===== src/rtl/svid_pkg.sv =====
package svid_pkg;

    localparam int CODE_W = 7;
    localparam int BYTE_W = 8;
    localparam int SEL_W  = 3;
    localparam int CNT_W  = $clog2(BYTE_W + 1);

    typedef enum logic [2:0] {
        RX_IDLE,
        RX_ADDR,
        RX_AACK,
        RX_DATA,
        RX_DACK,
        RX_HOLD
    } rx_state_e;

    typedef struct packed {
        rx_state_e          state;
        logic [CNT_W-1:0]   cnt;
        logic [BYTE_W-1:0]  shreg;
        logic [1:0]         tgt;      // bit0 plane 1, bit1 plane 2
        logic               ack;
        logic               cmd_valid;
        logic               scl_q;
        logic               sda_q;
    } rx_t;

    typedef struct packed {
        logic               en_q;
        logic               serial_q;
        logic               fixed_q;
        logic [1:0]         boot_q;
        logic               listen_q;
        logic               pg_q;
        logic [CODE_W-1:0]  p1;
        logic [CODE_W-1:0]  p2;
        logic               psi;
        logic               hiz;
    } ctl_t;

endpackage


===== src/rtl/svid_link_rx.sv =====
module svid_link_rx
    import svid_pkg::*;
#(
    parameter logic [BYTE_W-SEL_W-1:0] ADDR_PREFIX = 5'b11000,
    parameter logic [SEL_W-1:0]        SEL_P1      = 3'b110,
    parameter logic [SEL_W-1:0]        SEL_P2      = 3'b101,
    parameter logic [SEL_W-1:0]        SEL_BOTH    = 3'b111
) (
    input  logic              clk,
    input  logic              rst_n,
    input  logic              active,
    input  logic              scl,
    input  logic              sda,
    output logic              sda_pull_low,
    output logic              cmd_valid,
    output logic [1:0]        cmd_tgt,
    output logic [BYTE_W-1:0] cmd_byte
);

    localparam logic [CNT_W-1:0] LAST_BIT = CNT_W'(BYTE_W - 1);

    localparam rx_t RX_RST = '{
        state: RX_IDLE, cnt: '0, shreg: '0, tgt: 2'b00,
        ack: 1'b0, cmd_valid: 1'b0, scl_q: 1'b1, sda_q: 1'b1
    };

    rx_t q, d;

    logic              rise_c, fall_c, start_c, stop_c;
    logic [BYTE_W-1:0] shifted;
    logic [1:0]        dec_tgt;

    always_comb begin
        rise_c  = scl & ~q.scl_q;
        fall_c  = ~scl & q.scl_q;
        start_c = scl & q.scl_q & q.sda_q & ~sda;
        stop_c  = scl & q.scl_q & ~q.sda_q & sda;
        shifted = {q.shreg[BYTE_W-2:0], sda};

        dec_tgt = 2'b00;
        if (shifted[BYTE_W-1:SEL_W] == ADDR_PREFIX) begin
            if (shifted[SEL_W-1:0] == SEL_P1)        dec_tgt = 2'b01;
            else if (shifted[SEL_W-1:0] == SEL_P2)   dec_tgt = 2'b10;
            else if (shifted[SEL_W-1:0] == SEL_BOTH) dec_tgt = 2'b11;
        end

        d           = q;
        d.cmd_valid = 1'b0;
        d.scl_q     = scl;
        d.sda_q     = sda;

        if (!active) begin
            d.state = RX_IDLE;
            d.ack   = 1'b0;
        end else if (start_c) begin
            d.state = RX_ADDR;
            d.cnt   = '0;
            d.ack   = 1'b0;
        end else if (stop_c) begin
            d.state = RX_IDLE;
            d.ack   = 1'b0;
        end else begin
            case (q.state)
                RX_ADDR: if (rise_c) begin
                    d.shreg = shifted;
                    d.cnt   = q.cnt + 1'b1;
                    if (q.cnt == LAST_BIT) begin
                        if (dec_tgt != 2'b00) begin
                            d.tgt   = dec_tgt;
                            d.state = RX_AACK;
                        end else begin
                            d.state = RX_IDLE;
                        end
                    end
                end
                RX_AACK: if (fall_c) begin
                    if (!q.ack) begin
                        d.ack = 1'b1;
                    end else begin
                        d.ack   = 1'b0;
                        d.state = RX_DATA;
                        d.cnt   = '0;
                    end
                end
                RX_DATA: if (rise_c) begin
                    d.shreg = shifted;
                    d.cnt   = q.cnt + 1'b1;
                    if (q.cnt == LAST_BIT) d.state = RX_DACK;
                end
                RX_DACK: begin
                    if (fall_c && !q.ack) begin
                        d.ack = 1'b1;
                    end else if (rise_c && q.ack) begin
                        d.cmd_valid = 1'b1;
                    end else if (fall_c && q.ack) begin
                        d.ack   = 1'b0;
                        d.state = RX_HOLD;
                    end
                end
                default: ;
            endcase
        end
    end

    always_ff @(posedge clk or negedge rst_n) begin
        if (!rst_n) q <= RX_RST;
        else        q <= d;
    end

    assign sda_pull_low = q.ack;
    assign cmd_valid    = q.cmd_valid;
    assign cmd_tgt      = q.tgt;
    assign cmd_byte     = q.shreg;

endmodule


===== src/rtl/svid_plane_ctrl.sv =====
module svid_plane_ctrl
    import svid_pkg::*;
#(
    parameter int                    PAR_W       = 6,
    parameter logic [4*CODE_W-1:0]   BOOT_TABLE  = {7'h48, 7'h36, 7'h24, 7'h12},
    parameter logic [4*CODE_W-1:0]   FIX_TABLE   = {7'h5A, 7'h4B, 7'h3C, 7'h2D}
) (
    input  logic              clk,
    input  logic              rst_n,
    input  logic              enable,
    input  logic              pwr_good,
    input  logic              scl,
    input  logic              sda,
    input  logic [PAR_W-1:0]  par_vid,
    input  logic              cmd_valid,
    input  logic [1:0]        cmd_tgt,
    input  logic [BYTE_W-1:0] cmd_byte,
    output logic              listen,
    output logic [CODE_W-1:0] plane1_code,
    output logic [CODE_W-1:0] plane2_code,
    output logic              psi_low,
    output logic              serial_mode,
    output logic              plane2_hiz
);

    localparam ctl_t CTL_RST = '{
        en_q: 1'b0, serial_q: 1'b0, fixed_q: 1'b0, boot_q: 2'b00,
        listen_q: 1'b0, pg_q: 1'b0, p1: '0, p2: '0, psi: 1'b1, hiz: 1'b1
    };

    ctl_t q, d;

    logic [1:0]        pin_code;
    logic [CODE_W-1:0] par_code;
    logic [CODE_W-1:0] boot_val, fix_val, replay_val;

    always_comb begin
        pin_code   = {scl, sda};
        par_code   = {{(CODE_W-PAR_W){1'b0}}, par_vid};
        boot_val   = BOOT_TABLE[int'(pin_code)*CODE_W +: CODE_W];
        fix_val    = FIX_TABLE[int'(pin_code)*CODE_W +: CODE_W];
        replay_val = BOOT_TABLE[int'(q.boot_q)*CODE_W +: CODE_W];

        d = q;
        if (!enable) begin
            d = CTL_RST;
        end else if (!q.en_q) begin
            d.en_q     = 1'b1;
            d.pg_q     = pwr_good;
            d.listen_q = 1'b0;
            d.psi      = 1'b1;
            d.serial_q = ~par_vid[1];
            if (!par_vid[1]) begin
                d.fixed_q = pwr_good;
                d.hiz     = 1'b0;
                if (pwr_good) begin
                    d.p1 = fix_val;
                    d.p2 = fix_val;
                end else begin
                    d.boot_q = pin_code;
                    d.p1     = boot_val;
                    d.p2     = boot_val;
                end
            end else begin
                d.fixed_q = 1'b0;
                d.hiz     = 1'b1;
                d.p1      = par_code;
                d.p2      = '0;
            end
        end else begin
            d.pg_q = pwr_good;
            if (!q.serial_q) begin
                d.p1 = par_code;
            end else if (!q.fixed_q) begin
                d.listen_q = pwr_good;
                if (q.pg_q && !pwr_good) begin
                    d.p1  = replay_val;
                    d.p2  = replay_val;
                    d.psi = 1'b1;
                end else if (cmd_valid && q.listen_q) begin
                    d.psi = cmd_byte[BYTE_W-1];
                    if (cmd_tgt[0]) d.p1 = cmd_byte[CODE_W-1:0];
                    if (cmd_tgt[1]) d.p2 = cmd_byte[CODE_W-1:0];
                end
            end
        end
    end

    always_ff @(posedge clk or negedge rst_n) begin
        if (!rst_n) q <= CTL_RST;
        else        q <= d;
    end

    assign listen      = q.listen_q;
    assign plane1_code = q.p1;
    assign plane2_code = q.p2;
    assign psi_low     = q.psi;
    assign serial_mode = q.serial_q;
    assign plane2_hiz  = q.hiz;

endmodule


===== src/rtl/svid_ctrl.sv =====
module svid_ctrl
    import svid_pkg::*;
#(
    parameter int                          PAR_W       = 6,
    parameter logic [BYTE_W-SEL_W-1:0]     ADDR_PREFIX = 5'b11000,
    parameter logic [SEL_W-1:0]            SEL_P1      = 3'b110,
    parameter logic [SEL_W-1:0]            SEL_P2      = 3'b101,
    parameter logic [SEL_W-1:0]            SEL_BOTH    = 3'b111,
    parameter logic [4*CODE_W-1:0]         BOOT_TABLE  = {7'h48, 7'h36, 7'h24, 7'h12},
    parameter logic [4*CODE_W-1:0]         FIX_TABLE   = {7'h5A, 7'h4B, 7'h3C, 7'h2D}
) (
    input  logic              clk,
    input  logic              rst_n,
    input  logic              enable,
    input  logic              pwr_good,
    input  logic              scl,
    input  logic              sda,
    input  logic [PAR_W-1:0]  par_vid,
    output logic              sda_pull_low,
    output logic [CODE_W-1:0] plane1_code,
    output logic [CODE_W-1:0] plane2_code,
    output logic              psi_low,
    output logic              serial_mode,
    output logic              plane2_hiz
);

    logic              listen;
    logic              cmd_valid;
    logic [1:0]        cmd_tgt;
    logic [BYTE_W-1:0] cmd_byte;

    svid_link_rx #(
        .ADDR_PREFIX (ADDR_PREFIX),
        .SEL_P1      (SEL_P1),
        .SEL_P2      (SEL_P2),
        .SEL_BOTH    (SEL_BOTH)
    ) u_rx (
        .clk          (clk),
        .rst_n        (rst_n),
        .active       (listen),
        .scl          (scl),
        .sda          (sda),
        .sda_pull_low (sda_pull_low),
        .cmd_valid    (cmd_valid),
        .cmd_tgt      (cmd_tgt),
        .cmd_byte     (cmd_byte)
    );

    svid_plane_ctrl #(
        .PAR_W      (PAR_W),
        .BOOT_TABLE (BOOT_TABLE),
        .FIX_TABLE  (FIX_TABLE)
    ) u_ctl (
        .clk         (clk),
        .rst_n       (rst_n),
        .enable      (enable),
        .pwr_good    (pwr_good),
        .scl         (scl),
        .sda         (sda),
        .par_vid     (par_vid),
        .cmd_valid   (cmd_valid),
        .cmd_tgt     (cmd_tgt),
        .cmd_byte    (cmd_byte),
        .listen      (listen),
        .plane1_code (plane1_code),
        .plane2_code (plane2_code),
        .psi_low     (psi_low),
        .serial_mode (serial_mode),
        .plane2_hiz  (plane2_hiz)
    );

endmodule


===== config.mk =====
export PLATFORM = sky130hd
export DESIGN_NAME = svid_ctrl
export DESIGN_NICKNAME = d
export VERILOG_FILES = /design/src/rtl/svid_pkg.sv /design/src/rtl/svid_link_rx.sv /design/src/rtl/svid_plane_ctrl.sv /design/src/rtl/svid_ctrl.sv
export SDC_FILE = /design/constraint.sdc
export NUM_CORES = 1
export LEC_CHECK = 0
export ABC_AREA = 1
export BUFFER_PORTS_ARGS = -buffer_cell sky130_fd_sc_hd__buf_4
export CAP_MARGIN = 20
export CORE_MARGIN = 1.5
export CORE_UTILIZATION = 56
export CTS_CLUSTER_DIAMETER = 120
export CTS_CLUSTER_SIZE = 25
export DETAILED_ROUTE_END_ITERATION = 16
export GPL_TIMING_DRIVEN = 0
export MAX_ROUTING_LAYER = met4
export PLACE_DENSITY = 0.77
export SETUP_SLACK_MARGIN = 0.02
export SYNTH_ARGS = -nofsm -noshare
export SYNTH_HDL_FRONTEND = slang
export SYNTH_SLANG_ARGS = --single-unit

===== constraint.sdc =====
create_clock -name clk -period 1.5 [get_ports clk]
set_clock_uncertainty 0.05 [all_clocks]
set_input_delay 0.15 -clock clk [delete_from_list [all_inputs] [get_ports clk]]
set_output_delay 0.15 -clock clk [all_outputs]
set_load 0.1 [all_outputs]

; Yosys cells after proc, flatten, opt, wreduce, memory -nomap -nowiden
; Cells that the tools add are included.
[totals]
regBits = 44
in_bits = 12
out_inout_bits = 18
word_cells = 155
[classes]
add_sub_neg = 1
multipliers = 2
n_eq_ne = 39
n_shift = 3
muxes = 58
bitwise_logic = 14
n_reduce_logical = 20
[op_table]
columns = op, count
row1 = "28-bit by 32-bit indexed part select with 7-bit output, first input constant", 2
row2 = 15-bit 2-to-1 mux, 4
row3 = "5-bit != test, second input constant", 12
row4 = 14-bit 2-to-1 mux, 3
row5 = 7-bit 2-to-1 mux, 6
row6 = 17-bit 2-to-1 mux, 2
row7 = "28-bit by 6-bit indexed part select with 7-bit output, first input constant", 1
row8 = 23-bit 2-to-1 mux, 1
row9 = 3-bit 2-to-1 mux, 7
row10 = 2-bit 2-to-1 mux, 10
row11 = 1-bit 2-to-1 mux, 19
row12 = 8-bit one-hot mux with 2 select lines, 1
row13 = 7-bit AND reduction, 2
row14 = "3-bit == test, second input constant", 4
row15 = "3-bit by 1-bit != test with 1-bit output, second input constant", 4
row16 = "4-bit != test, second input constant", 3
row17 = "6-bit != test, second input constant", 2
row18 = 3-bit one-hot mux with 4 select lines, 1
row19 = 4-bit one-hot mux with 3 select lines, 1
row20 = "2-bit by 3-bit multiplier with 5-bit output, second input constant", 2
row21 = 10-bit AND reduction, 1
row22 = 3-bit AND reduction, 3
row23 = 8-bit 2-to-1 mux, 1
row24 = 4-bit AND reduction, 2
row25 = other kinds (19), 43

; Depth between registers and ports, before layout
[depth]
ltp_word = 13
ltp_mapped = 10
depth_no_buf = 10

; Modules after synthesis
; A second synthesis with hierarchy kept.
[hier_totals]
cells_unflattened = 381
area_unflattened_um2 = 2824.0
[by_module_without_submodules]
columns = mod, n_inst, cells_per_inst, area_per_inst_um2
row1 = svid_plane_ctrl, 1, 217, 1602.8
row2 = svid_link_rx, 1, 164, 1221.2

; Least setup slack after synthesis
; Ideal clock, no wire load.
[synth_timing]
path_type = register -> register
start = register u_ctl.q, in the netlist u_ctl.serial_mode
end = register u_ctl.q, in the netlist u_ctl.plane2_code[5]
arrival_time_ps = 1858
setup_slack_ps = -525
stages_incl_launch_ff = 9
synth_period_minus_slack_ps = 2025
cell_sequence = dfrtp_1 -> buf_4 -> inv_2 -> o21ai_2 -> nand2_1 -> nor2_4 -> inv_2 -> nand2_1 -> nand2_1
[synth_via]
elab_chain_len = 2
[synth_lines]
columns = item, line_no
row1 = "start, declared", svid_plane_ctrl.sv:31  ; ctl_t q, d;
row2 = "start signal, assigned", svid_plane_ctrl.sv:90  ; if (!rst_n) q <= CTL_RST;
row3 = "start signal, assigned", svid_plane_ctrl.sv:91  ; else q <= d;
row4 = 3-bit != test (no line), --
row5 = 4-bit AND reduction (no line), --
; No other way between the ends.
; A chain may end at the register's enable or synchronous reset.

; Final worst setup path
[layout_timing]
start = register u_ctl.q, in the netlist u_ctl.serial_mode
end = register u_ctl.q, in the netlist u_ctl.plane2_code[1]
; Same word-level chain as after synthesis.

==> metrics <==
Ys Warns 0; Via-to-Cell Ratio 5.28; Final Hold Viols 0; DR iter-0 viols 151; biggest area consumer among synthesized cells dfrtp_1; CP Buf/Inv Count 3; grt ovf 0; slew margin rel. 62.9%; DRC 0; clock-pin slew on the worst setup and hold paths 0.09 ns; Max Root-Sink Buffers 2; PD cells 962 nW/um2; Synth Register Bits 44; CP endpoint kind flip-flop; Top delay family on crit path simple AND/OR/NAND/NOR gates; final cell count without fillers 470; Layout area overhead 24.2%; CP Launch Type flip-flop; Clock Tree Root clkbuf_8; initial antenna violation count 0; Yosys cell types 27; CP Max Fanout 9; HPWL after detailed placement 4.38 mm; drt wl/cell 13.2 um; worst-path cell chain buf_8 -> inv_6 -> o21ai_4 -> nand2_2 -> nor2_4 -> inv_4 -> nand2_2 -> nand2_1; ranking of synthesized cells by area dfrtp_1 37%, nand2_1 15%, nand3_1 7.6%; CTS tree built; Worst path slowest cell dfrtp_4; reg2reg end u_ctl.plane2_code[1]$_DFFE_PN0P_; Tot GR Track Use 24.4%; most frequent cells in the layout 96 x nand2_1, 54 x buf_4, 39 x nand3_1; antenna fix cells 0; die area 5240 um2; Hold WC Path Type input port to flip-flop; CTS Buf Count 5; share of post-route cells with drive strength above 1 31.0%; worst flop-to-flop path startpoint u_ctl.serial_mode$_DFFE_PN0P_; syn avg cell area 7.39 um2; Slew @ Worst Pin 0.556 ns; Max rail drop VDD 0.608 mV; reg-to-reg slack, setup 0.03 ns; Max Transition Viols Final 0; clock net sink count 44; Inst Count DP 447; CP dominant cell by count nand2_2; LEAKAGE 1.80 nW; global-route wire length before repair 9.59 mm; Min-Delay Endpoint u_ctl.q[16]$_DFF_PN0_; depth of the CTS H-tree 2; status complete, no violations; Worst Reg-to-Reg Cells 8; Fmax 679 MHz; die width 72.4 um; Crit Path Class flip-flop to flip-flop; I/O pin count 30; pin count of the biggest net entering global routing 45; post-synthesis instance total 365; Final GP Congestion 0.913; Crit path largest cell delay 0.42 ns; Setup-failing EPs final 0; post-place setup slack -0.0177 ns; mapped cell area 2700 um2; CP arrival 1.61 ns; Worst Path Required 1.64 ns; total wire length 6.21 mm; syn_nets 384; PortBufs 28; die height 72.4 um; Hold Crit Depth 3; period utilization 98.2%; commonest non-fill, non-tap cell in the layout nand2_1; Final Core Density 71.4%; worst-skew pair later-pin latency 0.30 ns; sequential share of the synthesized area 41.0%; share of the synthesized area in the top cell type 37.1%; First-pass DRT Iterations 6; core area 4690 um2; final worst slack 0.0273 ns; Min Clock Period, post-route 1.47 ns; RSZ-0062 raised after global routing true; Post-DRT Antenna Nets 0; Row Count 25; maxcap violations 0; vias after detailed routing 2482; Starting Density 57.5%; vias in the first global route 2152; worst hold slack 0.0915 ns; hold_sp pwr_good; Final nets 434
cells by family (layout without fill, tap and decap cells):
| logic type | after synthesis | count (layout) | synth area share [%] |
|---|---|---|---|
| AOI/OAI and AO/OA | 37 | 37 | 7.56 |
| xor gates and xnor gates | 1 | 1 | 0.325 |
| and+or+nand+nor | 212 | 212 | 36.2 |
| buffers and inverters | 64 | 115 | 11.6 |
| adders and majority gates | 7 | 7 | 3.25 |
| DFF | 44 | 44 | 41.0 |
where the power goes:
part | leakage [nW] | switching [mW] | internal [mW] | total [mW]
registers | 0.570 | 0.0454 | 1.26 | 1.31
logic | 1.17 | 0.679 | 0.263 | 0.942
clock network | 0.0614 | 0.429 | 0.545 | 0.974
total | 1.80 | 1.15 | 2.07 | 3.22
layout make-up:
cell class              count  area (um2)
clock buffers               6        82.6
fillers                   366        1340
repair buffers             43         333
multi-input cells         257        1380
flip-flops and latches     44        1110
clock inverters             2        38.8
inverters                  45         181
well taps                  54        67.6
plain buffers              19         153
worst reg2reg max path, delay by kind of cell, from the launching register on:
kind / cells / cell delay [ns]
DFF: 1 / 0.42
AOI/OAI and AO/OA: 1 / 0.15
buffers and inverters: 3 / 0.28
and+or+nand+nor: 4 / 0.46
registers in the layout (all words and copies together), names as in the netlist:
register           cells
u_rx.sda_pull_low      1
u_ctl.serial_mode      1
u_ctl.plane2_hiz       1
u_rx.cmd_tgt           2
u_rx.cmd_byte          8
u_rx.q                 9
u_ctl.plane2_code      7
u_ctl.plane1_code      7
u_ctl.q                5
u_rx.cmd_valid         1
u_ctl.psi_low          1
u_ctl.listen           1
worst max path at each step:
stage / start / endpoint / slack [ns] / depth (start not counted)
after floorplan: u_ctl.serial_mode$_DFFE_PN0P_ / u_ctl.plane2_code[5]$_DFFE_PN0P_ / -0.1 / 8
after global placement: u_ctl.q[16]$_DFF_PN0_ / u_ctl.plane1_code[1]$_DFFE_PN0P_ / -0.007 / 8
after detailed placement: u_ctl.q[16]$_DFF_PN0_ / u_ctl.plane1_code[4]$_DFFE_PN0P_ / -0.02 / 8
after CTS: u_ctl.serial_mode$_DFFE_PN0P_ / u_ctl.plane2_code[1]$_DFFE_PN0P_ / 0.03 / 8
after global routing: u_ctl.q[16]$_DFF_PN0_ / u_ctl.plane2_code[1]$_DFFE_PN0P_ / -0.03 / 9
final: u_ctl.serial_mode$_DFFE_PN0P_ / u_ctl.plane2_code[1]$_DFFE_PN0P_ / 0.03 / 8
metrics by stage:
| stage | TNS, ns | instance area [um2] | total power, mW |
|---|---|---|---|
| global placement | -0.0166 | 3000 | 2.20 |
| finish | 0 | 3350 | 3.22 |
| detailed placement | -0.0752 | 3000 | 2.21 |
| floorplan | -0.655 | 2720 | 2.01 |
| global route | -0.233 | 3350 | 3.34 |
| CTS | 0 | 3180 | 3.20 |
synth_stat cells, drive strengths merged:
cell type / number
nand2: 114
nor2: 46
inv: 45
nand3: 45
dfrtp: 40
o21ai: 21
buf: 19
a21oi: 15
ha: 7
dfstp: 4
nand4: 3
nor3: 3
o32ai: 1
or2: 1
xor2: 1
metal layers:
metal / routed length (um) / track usage, % / vias to the layer above
li1: - / - / 1239
met1: 2720 / 31.8 / 1161
met2: 3070 / 39.7 / 74
met3: 359 / 4.03 / 8
met4: 63 / 6.50 / 0
met5: 0 / - / -
timing repair:
| item | CTS | global route |
|---|---|---|
| setup buffers | 2 | 9 |
| hold endpoints to repair | 43 | 0 |
| setup endpoints to repair | 18 | 33 |
| pin swaps | 1 | 11 |
| hold buffers | 4 | 0 |
| resized for setup | 3 | 35 |
(Power assumes the default switching activity.)
